$ cat config.mk
export PLATFORM = sky130hd
export DESIGN_NAME = dual_cmp_timer
export DESIGN_NICKNAME = d
export VERILOG_FILES = /design/src/rtl/dct_pkg.sv /design/src/rtl/dct_pin.sv /design/src/rtl/dct_chan.sv /design/src/rtl/dct_busif.sv /design/src/rtl/dual_cmp_timer.sv
export SDC_FILE = /design/constraint.sdc
export NUM_CORES = 1
export LEC_CHECK = 0
export ABC_AREA = 1
export BUFFER_PORTS_ARGS = -buffer_cell sky130_fd_sc_hd__buf_2
export CELL_PAD_IN_SITES_DETAIL_PLACEMENT = 0
export CELL_PAD_IN_SITES_GLOBAL_PLACEMENT = 2
export CORE_MARGIN = 8
export CORE_UTILIZATION = 34
export DETAILED_ROUTE_END_ITERATION = 7
export PLACE_DENSITY_LB_ADDON = 0.1
export SLEW_MARGIN = 30
export SYNTH_ARGS = -nofsm -noshare
export SYNTH_HDL_FRONTEND = slang
export SYNTH_HIERARCHICAL = 1
export SYNTH_SLANG_ARGS = --single-unit
$ cat constraint.sdc
create_clock -name clk -period 3.74 [get_ports clk]
set_input_delay 0.187 -clock clk [delete_from_list [all_inputs] [get_ports clk]]
set_output_delay 0.187 -clock clk [all_outputs]
set_load 0.05 [all_outputs]
$ cat src/rtl/dct_pkg.sv
package dct_pkg;
  localparam int NCH  = 2;
  localparam int NREG = 6;

  typedef enum logic [2:0] {
    RA_CTRL = 3'd0,
    RA_OSEL = 3'd1,
    RA_STAT = 3'd2,
    RA_CNT  = 3'd3,
    RA_CMPA = 3'd4,
    RA_CMPB = 3'd5
  } reg_addr_e;

  typedef enum logic [1:0] {
    PIN_KEEP = 2'b00,
    PIN_LOW  = 2'b01,
    PIN_HIGH = 2'b10,
    PIN_FLIP = 2'b11
  } pin_act_e;

  typedef enum logic [1:0] {
    CLR_NONE = 2'b00,
    CLR_MA   = 2'b01,
    CLR_MB   = 2'b10,
    CLR_EXT  = 2'b11
  } clr_sel_e;
endpackage

$ cat src/rtl/dct_pin.sv
module dct_pin
  import dct_pkg::*;
(
  input  logic     clk,
  input  logic     rst_n,
  input  logic     hit_a,
  input  logic     hit_b,
  input  pin_act_e act_a,
  input  pin_act_e act_b,
  output logic     pin_o
);
  pin_act_e act;
  logic     fire;

  // match B outranks match A
  always_comb begin
    fire = hit_a | hit_b;
    act  = hit_b ? act_b : act_a;
  end

  always_ff @(posedge clk) begin
    if (!rst_n) begin
      pin_o <= 1'b0;
    end else if (fire) begin
      case (act)
        PIN_LOW:  pin_o <= 1'b0;
        PIN_HIGH: pin_o <= 1'b1;
        PIN_FLIP: pin_o <= ~pin_o;
        default:  pin_o <= pin_o;
      endcase
    end
  end
endmodule

$ cat src/rtl/dct_chan.sv
module dct_chan
  import dct_pkg::*;
#(
  parameter int W = 8
) (
  input  logic                     clk,
  input  logic                     rst_n,
  input  logic                     stb_i,
  input  logic                     ext_clr_i,
  input  logic [NREG-1:0]          we_i,
  input  logic [W-1:0]             wdata_i,
  input  logic                     stat_rd_i,
  output logic [NREG-1:0][W-1:0]   regs_o,
  output logic                     tmo_o,
  output logic                     cmfa_o,
  output logic                     cmfb_o,
  output logic                     ovf_o
);
  localparam logic [W-1:0] CMP_RST = '1;

  logic [W-1:0] cnt, cmpa, cmpb;
  logic [2:0]   cks;
  clr_sel_e     clrsel;
  logic [3:0]   osel;
  logic [2:0]   flag, armed, set_v, clr_v, flag_n, armed_n;
  logic         eqa, eqb, eqa_q, eqb_q, hit_a, hit_b;
  logic         run, clr_now, wrap;

  always_comb begin
    eqa   = (cnt == cmpa) && !we_i[RA_CMPA];
    eqb   = (cnt == cmpb) && !we_i[RA_CMPB];
    hit_a = eqa && !eqa_q;
    hit_b = eqb && !eqb_q;
    run   = stb_i && (cks != 3'd0);
    clr_now = ((clrsel == CLR_EXT) && ext_clr_i) ||
              (run && (clrsel == CLR_MA) && eqa) ||
              (run && (clrsel == CLR_MB) && eqb);
    wrap  = run && !clr_now && !we_i[RA_CNT] && (cnt == '1);
    set_v = {wrap, hit_b, hit_a};
    clr_v = (we_i[RA_STAT] ? ~wdata_i[2:0] : 3'b000) & armed;
    flag_n  = set_v | (flag & ~clr_v);
    armed_n = flag_n & ((armed & ~clr_v) | (stat_rd_i ? flag : 3'b000));
  end

  always_ff @(posedge clk) begin
    if (!rst_n) begin
      cnt   <= '0;
      cmpa  <= CMP_RST;
      cmpb  <= CMP_RST;
      cks   <= 3'd0;
      clrsel <= CLR_NONE;
      osel  <= 4'd0;
      flag  <= 3'b000;
      armed <= 3'b000;
      eqa_q <= 1'b0;
      eqb_q <= 1'b0;
    end else begin
      if (we_i[RA_CNT])      cnt <= wdata_i;
      else if (clr_now)      cnt <= '0;
      else if (run)          cnt <= cnt + 1'b1;
      if (we_i[RA_CMPA])     cmpa <= wdata_i;
      if (we_i[RA_CMPB])     cmpb <= wdata_i;
      if (we_i[RA_CTRL]) begin
        cks    <= wdata_i[2:0];
        clrsel <= clr_sel_e'(wdata_i[4:3]);
      end
      if (we_i[RA_OSEL])     osel <= wdata_i[3:0];
      flag  <= flag_n;
      armed <= armed_n;
      eqa_q <= eqa;
      eqb_q <= eqb;
    end
  end

  always_comb begin
    regs_o          = '0;
    regs_o[RA_CTRL] = W'({clrsel, cks});
    regs_o[RA_OSEL] = W'(osel);
    regs_o[RA_STAT] = W'(flag);
    regs_o[RA_CNT]  = cnt;
    regs_o[RA_CMPA] = cmpa;
    regs_o[RA_CMPB] = cmpb;
  end

  assign cmfa_o = flag[0];
  assign cmfb_o = flag[1];
  assign ovf_o  = flag[2];

  dct_pin u_pin (
    .clk   (clk),
    .rst_n (rst_n),
    .hit_a (hit_a),
    .hit_b (hit_b),
    .act_a (pin_act_e'(osel[1:0])),
    .act_b (pin_act_e'(osel[3:2])),
    .pin_o (tmo_o)
  );
endmodule

$ cat src/rtl/dct_busif.sv
module dct_busif
  import dct_pkg::*;
#(
  parameter int W = 8
) (
  input  logic                           bus_wr_i,
  input  logic                           bus_rd_i,
  input  logic                           bus_word_i,
  input  logic [3:0]                     bus_addr_i,
  input  logic [2*W-1:0]                 bus_wdata_i,
  input  logic [NCH-1:0][NREG-1:0][W-1:0] regs_i,
  output logic [NCH-1:0][NREG-1:0]       we_o,
  output logic [NCH-1:0][W-1:0]          wd_o,
  output logic [NCH-1:0]                 stat_rd_o,
  output logic [2*W-1:0]                 rdata_o
);
  logic [2:0]     ra;
  logic           valid;
  logic [NCH-1:0] hit;

  assign ra    = bus_addr_i[2:0];
  assign valid = (ra < 3'(NREG));

  for (genvar c = 0; c < NCH; c++) begin : g_lane
    assign hit[c]       = valid && (bus_word_i || (bus_addr_i[3] == 1'(c)));
    assign we_o[c]      = (bus_wr_i && hit[c]) ? (NREG'(1) << ra) : '0;
    assign wd_o[c]      = bus_word_i ? bus_wdata_i[(NCH-1-c)*W +: W] : bus_wdata_i[W-1:0];
    assign stat_rd_o[c] = bus_rd_i && hit[c] && (ra == RA_STAT);
  end

  always_comb begin
    rdata_o = '0;
    if (valid) begin
      if (bus_word_i) rdata_o = {regs_i[0][ra], regs_i[1][ra]};
      else            rdata_o[W-1:0] = regs_i[bus_addr_i[3]][ra];
    end
  end
endmodule

$ cat src/rtl/dual_cmp_timer.sv
module dual_cmp_timer
  import dct_pkg::*;
#(
  parameter int W = 8
) (
  input  logic           clk,
  input  logic           rst_n,
  input  logic [1:0]     cnt_stb_i,
  input  logic [1:0]     ext_clr_i,
  input  logic           bus_wr_i,
  input  logic           bus_rd_i,
  input  logic           bus_word_i,
  input  logic [3:0]     bus_addr_i,
  input  logic [2*W-1:0] bus_wdata_i,
  output logic [2*W-1:0] bus_rdata_o,
  output logic [1:0]     tmo_o,
  output logic [1:0]     cmfa_o,
  output logic [1:0]     cmfb_o,
  output logic [1:0]     ovf_o
);
  logic [NCH-1:0][NREG-1:0][W-1:0] ch_regs;
  logic [NCH-1:0][NREG-1:0]        ch_we;
  logic [NCH-1:0][W-1:0]           ch_wd;
  logic [NCH-1:0]                  ch_stat_rd;
  logic [NCH-1:0][W-1:0]           ch_cnt, ch_cmpa, ch_cmpb;
  logic [NCH-1:0][2:0]             ch_cks;

  dct_busif #(.W(W)) u_bus (
    .bus_wr_i    (bus_wr_i),
    .bus_rd_i    (bus_rd_i),
    .bus_word_i  (bus_word_i),
    .bus_addr_i  (bus_addr_i),
    .bus_wdata_i (bus_wdata_i),
    .regs_i      (ch_regs),
    .we_o        (ch_we),
    .wd_o        (ch_wd),
    .stat_rd_o   (ch_stat_rd),
    .rdata_o     (bus_rdata_o)
  );

  for (genvar c = 0; c < NCH; c++) begin : g_chan
    dct_chan #(.W(W)) u_chan (
      .clk       (clk),
      .rst_n     (rst_n),
      .stb_i     (cnt_stb_i[c]),
      .ext_clr_i (ext_clr_i[c]),
      .we_i      (ch_we[c]),
      .wdata_i   (ch_wd[c]),
      .stat_rd_i (ch_stat_rd[c]),
      .regs_o    (ch_regs[c]),
      .tmo_o     (tmo_o[c]),
      .cmfa_o    (cmfa_o[c]),
      .cmfb_o    (cmfb_o[c]),
      .ovf_o     (ovf_o[c])
    );
    assign ch_cnt[c]  = ch_regs[c][RA_CNT];
    assign ch_cmpa[c] = ch_regs[c][RA_CMPA];
    assign ch_cmpb[c] = ch_regs[c][RA_CMPB];
    assign ch_cks[c]  = ch_regs[c][RA_CTRL][2:0];
  end
endmodule

==> results.json <==
{
  "critPathArrivalTime_ps": 2730,
  "worst_slew_pin_slew_ps": 903,
  "utilization_pct": 37.1,
  "final_nets": 1305,
  "die_width_um": 160,
  "cts_made_buffers": 9,
  "grt_pass1_vias": 7404,
  "final.period_utilization_pct": 66.1,
  "synth_top_family_by_area": "simple AND/OR/NAND/NOR gates",
  "peakVddDrop_v": 0.000223,
  "fillCellCount": 2425,
  "max_stage_delay_ps": 460,
  "p_per_area_mw_per_mm2": 322,
  "rsz0062_at_grt": "false",
  "synthMostInstantiatedCell": "nand2_1",
  "cts_tree": "yes",
  "crit_family": "simple AND/OR/NAND/NOR gates",
  "synth-edff-count": 0,
  "dr_total_vias": 7597,
  "end_kind": "register",
  "ioPinCount": 53,
  "combPwrFrac_pct": 21.6,
  "syn-instance-count": 1266,
  "clock_latency_ps": 360,
  "p_switching_uw": 838,
  "ys_warn_count": 6,
  "hp-class": "in -> reg",
  "avgRoutedWirePerCell_um": 17.8,
  "vias_per_cell": 4.90,
  "yosysSeqAreaShare_pct": 24.0,
  "area_delta_synth_final_pct": 7.25,
  "p_leak_uw": 0.00418,
  "synth_compound_area_share_pct": 13.4,
  "cap_violations": 0,
  "ys.flop_type": "dfxtp_1",
  "synth.top_cells.by_area": "nand2_1 25%, dfxtp_1 24%, inv_1 7.9%, nor2_1 7.2%, nand3_1 6.3%",
  "path_max_fanout": 20,
  "synth.distinct_cells": 36,
  "fp.dieH_um": 160,
  "criticalPathCategory": "in -> reg",
  "p_int_uw": 1580,
  "max_slew_margin_pct": 39.3,
  "synth_common_cells": "460 x nand2_1, 148 x inv_1, 134 x nor2_1",
  "root_buffer": "clkbuf_16",
  "fin_skew_ps": 10.8,
  "initial_core_util_pct": 34.6,
  "synth-adder-area-share_pct": 0.357,
  "drc": 0,
  "hold_viol": 0,
  "share_seq_of_total_power_pct": 40.2,
  "dr.pass1.iters": 5,
  "finalSetupViolations": 0,
  "grt_pass1_wl_mm": 43.4,
  "grt_max_degree": 55,
  "gp_congestion": 0.856,
  "antenna_found_initial": 0,
  "wirelength_mm": 27.6,
  "synth_xor_xnor_area_share_pct": 1.50,
  "crit_buf_inv": 3,
  "coreArea_mm2": 0.0202,
  "cts.sinks": 84,
  "drive_gt1_share_pct": 10.2,
  "clockBufferDepth": 2,
  "crit_required_ps": 4000,
  "synthSimpleGateAreaFrac_pct": 43.3,
  "synth_top_cell_by_area": "nand2_1",
  "drt-initial-drc-count": 674,
  "postCtsSetupRepairBufs": 0,
  "overflow": 0,
  "status": "finished clean",
  "clkPwrFrac_pct": 38.3,
  "numPortBuffers": 52,
  "synthArstFlopShare_pct": 0,
  "clk_pin_slew_ps": 70,
  "max_freq_ghz": 0.405,
  "grt_usage_pct": 21.8,
  "ctsHoldBuffers": 0,
  "muxShareOfSynthArea_pct": 0,
  "synth_seq_cells": 84,
  "startpoint_type": "input port",
  "postRouteAntennaNets": 0,
  "syn_avg_cell_area_um2": 5.53,
  "tns_ps": 0,
  "detailed_place_hpwl_mm": 21.3,
  "syn_area_mm2": 0.00701,
  "fin_crit_ps": 2470,
  "slowest_stage": "nor2_1",
  "diodes": 0,
  "p_sw_share_pct": 34.6,
  "crit_chain": "buf_2 > o21ai_0 > inv_1 > nand2_1 > nor2_1 > inv_1 > nand2_1 > o21ai_0 > nand3_1 > nor3_1 > nor2_2 > nand3_1 > nand2_1 > nor2_1",
  "h-tree-depth": 3,
  "rows": 52,
  "cts_resized": 0,
  "cpMostUsedCell": "nand2_1",
  "die_area_mm2": 0.0255,
  "yosysTopAreaCellShare_pct": 24.6,
  "slew_viol_final": 0
}
placed cells by master (no fill, tap or decap):
cell and n:
nor2_1 134, or2_2 5, a31oi_1 4, nand2_1 460, clkinv_2 1, nand3_1 88, o21ai_0 60, conb_1 24
nor3_2 6, inv_2 11, or2_1 4, nor2_4 3, a21oi_2 7, buf_4 16, clkbuf_16 9, nor2_8 1
a22oi_1 6, nor2_2 6, clkinvlp_4 2, clkinv_1 3, nand4_1 8, buf_2 52, nand3_2 4, or2_0 1
nor3_1 10, a21oi_1 86, xor2_1 6, bufinv_16 1, inv_1 148, nand2_2 3, a21boi_1 6, ha_1 2
inv_4 3, dfxtp_1 84, clkbuf_1 3, xnor2_1 6, o21ai_1 6
stage by stage:
stage                     setup WS, ps  instance area [um^2]  power (uW)  hold slack, ps  std cells
after CTS                         1280                  7510        2440             132       1549
after floorplan                   1570                  7090        1370             313       1288
after global placement             983                  7220        1510             484       1533
final                             1270                  7510        2420             146       1549
after detailed placement           933                  7220        1510             489       1533
after global routing               958                  7510        2540             150       1549
state kept, by name (all words and copies together) (netlist names):
| signal | count |
|---|---|
| g_chan.u_chan/u_pin/pin_o | 2 |
| g_chan.u_chan/cmpa | 16 |
| g_chan.u_chan/flag | 6 |
| g_chan.u_chan/clrsel | 4 |
| g_chan.u_chan/eqb_q | 2 |
| g_chan.u_chan/eqa_q | 2 |
| g_chan.u_chan/cnt | 16 |
| g_chan.u_chan/cks | 6 |
| g_chan.u_chan/armed | 6 |
| g_chan.u_chan/osel | 8 |
| g_chan.u_chan/cmpb | 16 |
worst paths after layout:
path                                  from                           end  slack [ps]  cells past startpoint
setup / recovery                bus_word_i       g_chan[0].u_chan/cnt[7]        1270                     14
setup reg to reg   g_chan[0].u_chan/cnt[7]  g_chan[0].u_chan/u_pin/pin_o        1620                     12
hold reg to reg   g_chan[1].u_chan/cmpa[2]      g_chan[1].u_chan/cmpa[2]         490                      2
hold / removal              bus_wdata_i[6]      g_chan[1].u_chan/cmpa[6]         150                      3
power by group through the flow:
stage | logic, uW | registers (uW) | clock network [uW]
after floorplan | 404 | 961 | 0
after CTS | 516 | 971 | 954
after global placement | 517 | 993 | 0
after global routing | 583 | 976 | 984
final | 522 | 972 | 927
after detailed placement | 514 | 992 | 0
layout make-up:
type,instances,area [um^2],area share [%]
clock buffer,12,236,3.15
clock inverter,4,50.0,0.666
inverter,165,627,8.34
multi-input combinational,946,4200,55.9
sequential,84,1680,22.4
tap,270,338,4.50
timing repair buffer,68,380,5.06
kinds of logic (layout without fill, tap and decap cells):
| family | after synthesis | in the layout |
|---|---|---|
| AOI/OAI and AO/OA | 175 | 175 |
| xor gates and xnor gates | 12 | 12 |
| adders and majority gates | 2 | 2 |
| buffers and inverters | 258 | 249 |
| DFF | 84 | 84 |
| other | 2 | 24 |
| and+or+nand+nor | 733 | 733 |
routing by layer:
metal / part of all wire (%) / wire length, um / track usage, %
met2: 44 / 12100 / 34.2
met5: 0 / 0 / 0
met1: 50 / 13900 / 30.9
met3: 4.6 / 1260 / 3.02
met4: 1.4 / 388 / 5.27
tightest hold or removal path, delay by kind of cell:
family                 cells  cell delay [ps]
AOI/OAI and AO/OA          2              130
buffers and inverters      1              140
No activity file was read; power rests on OpenSTA's default activity.
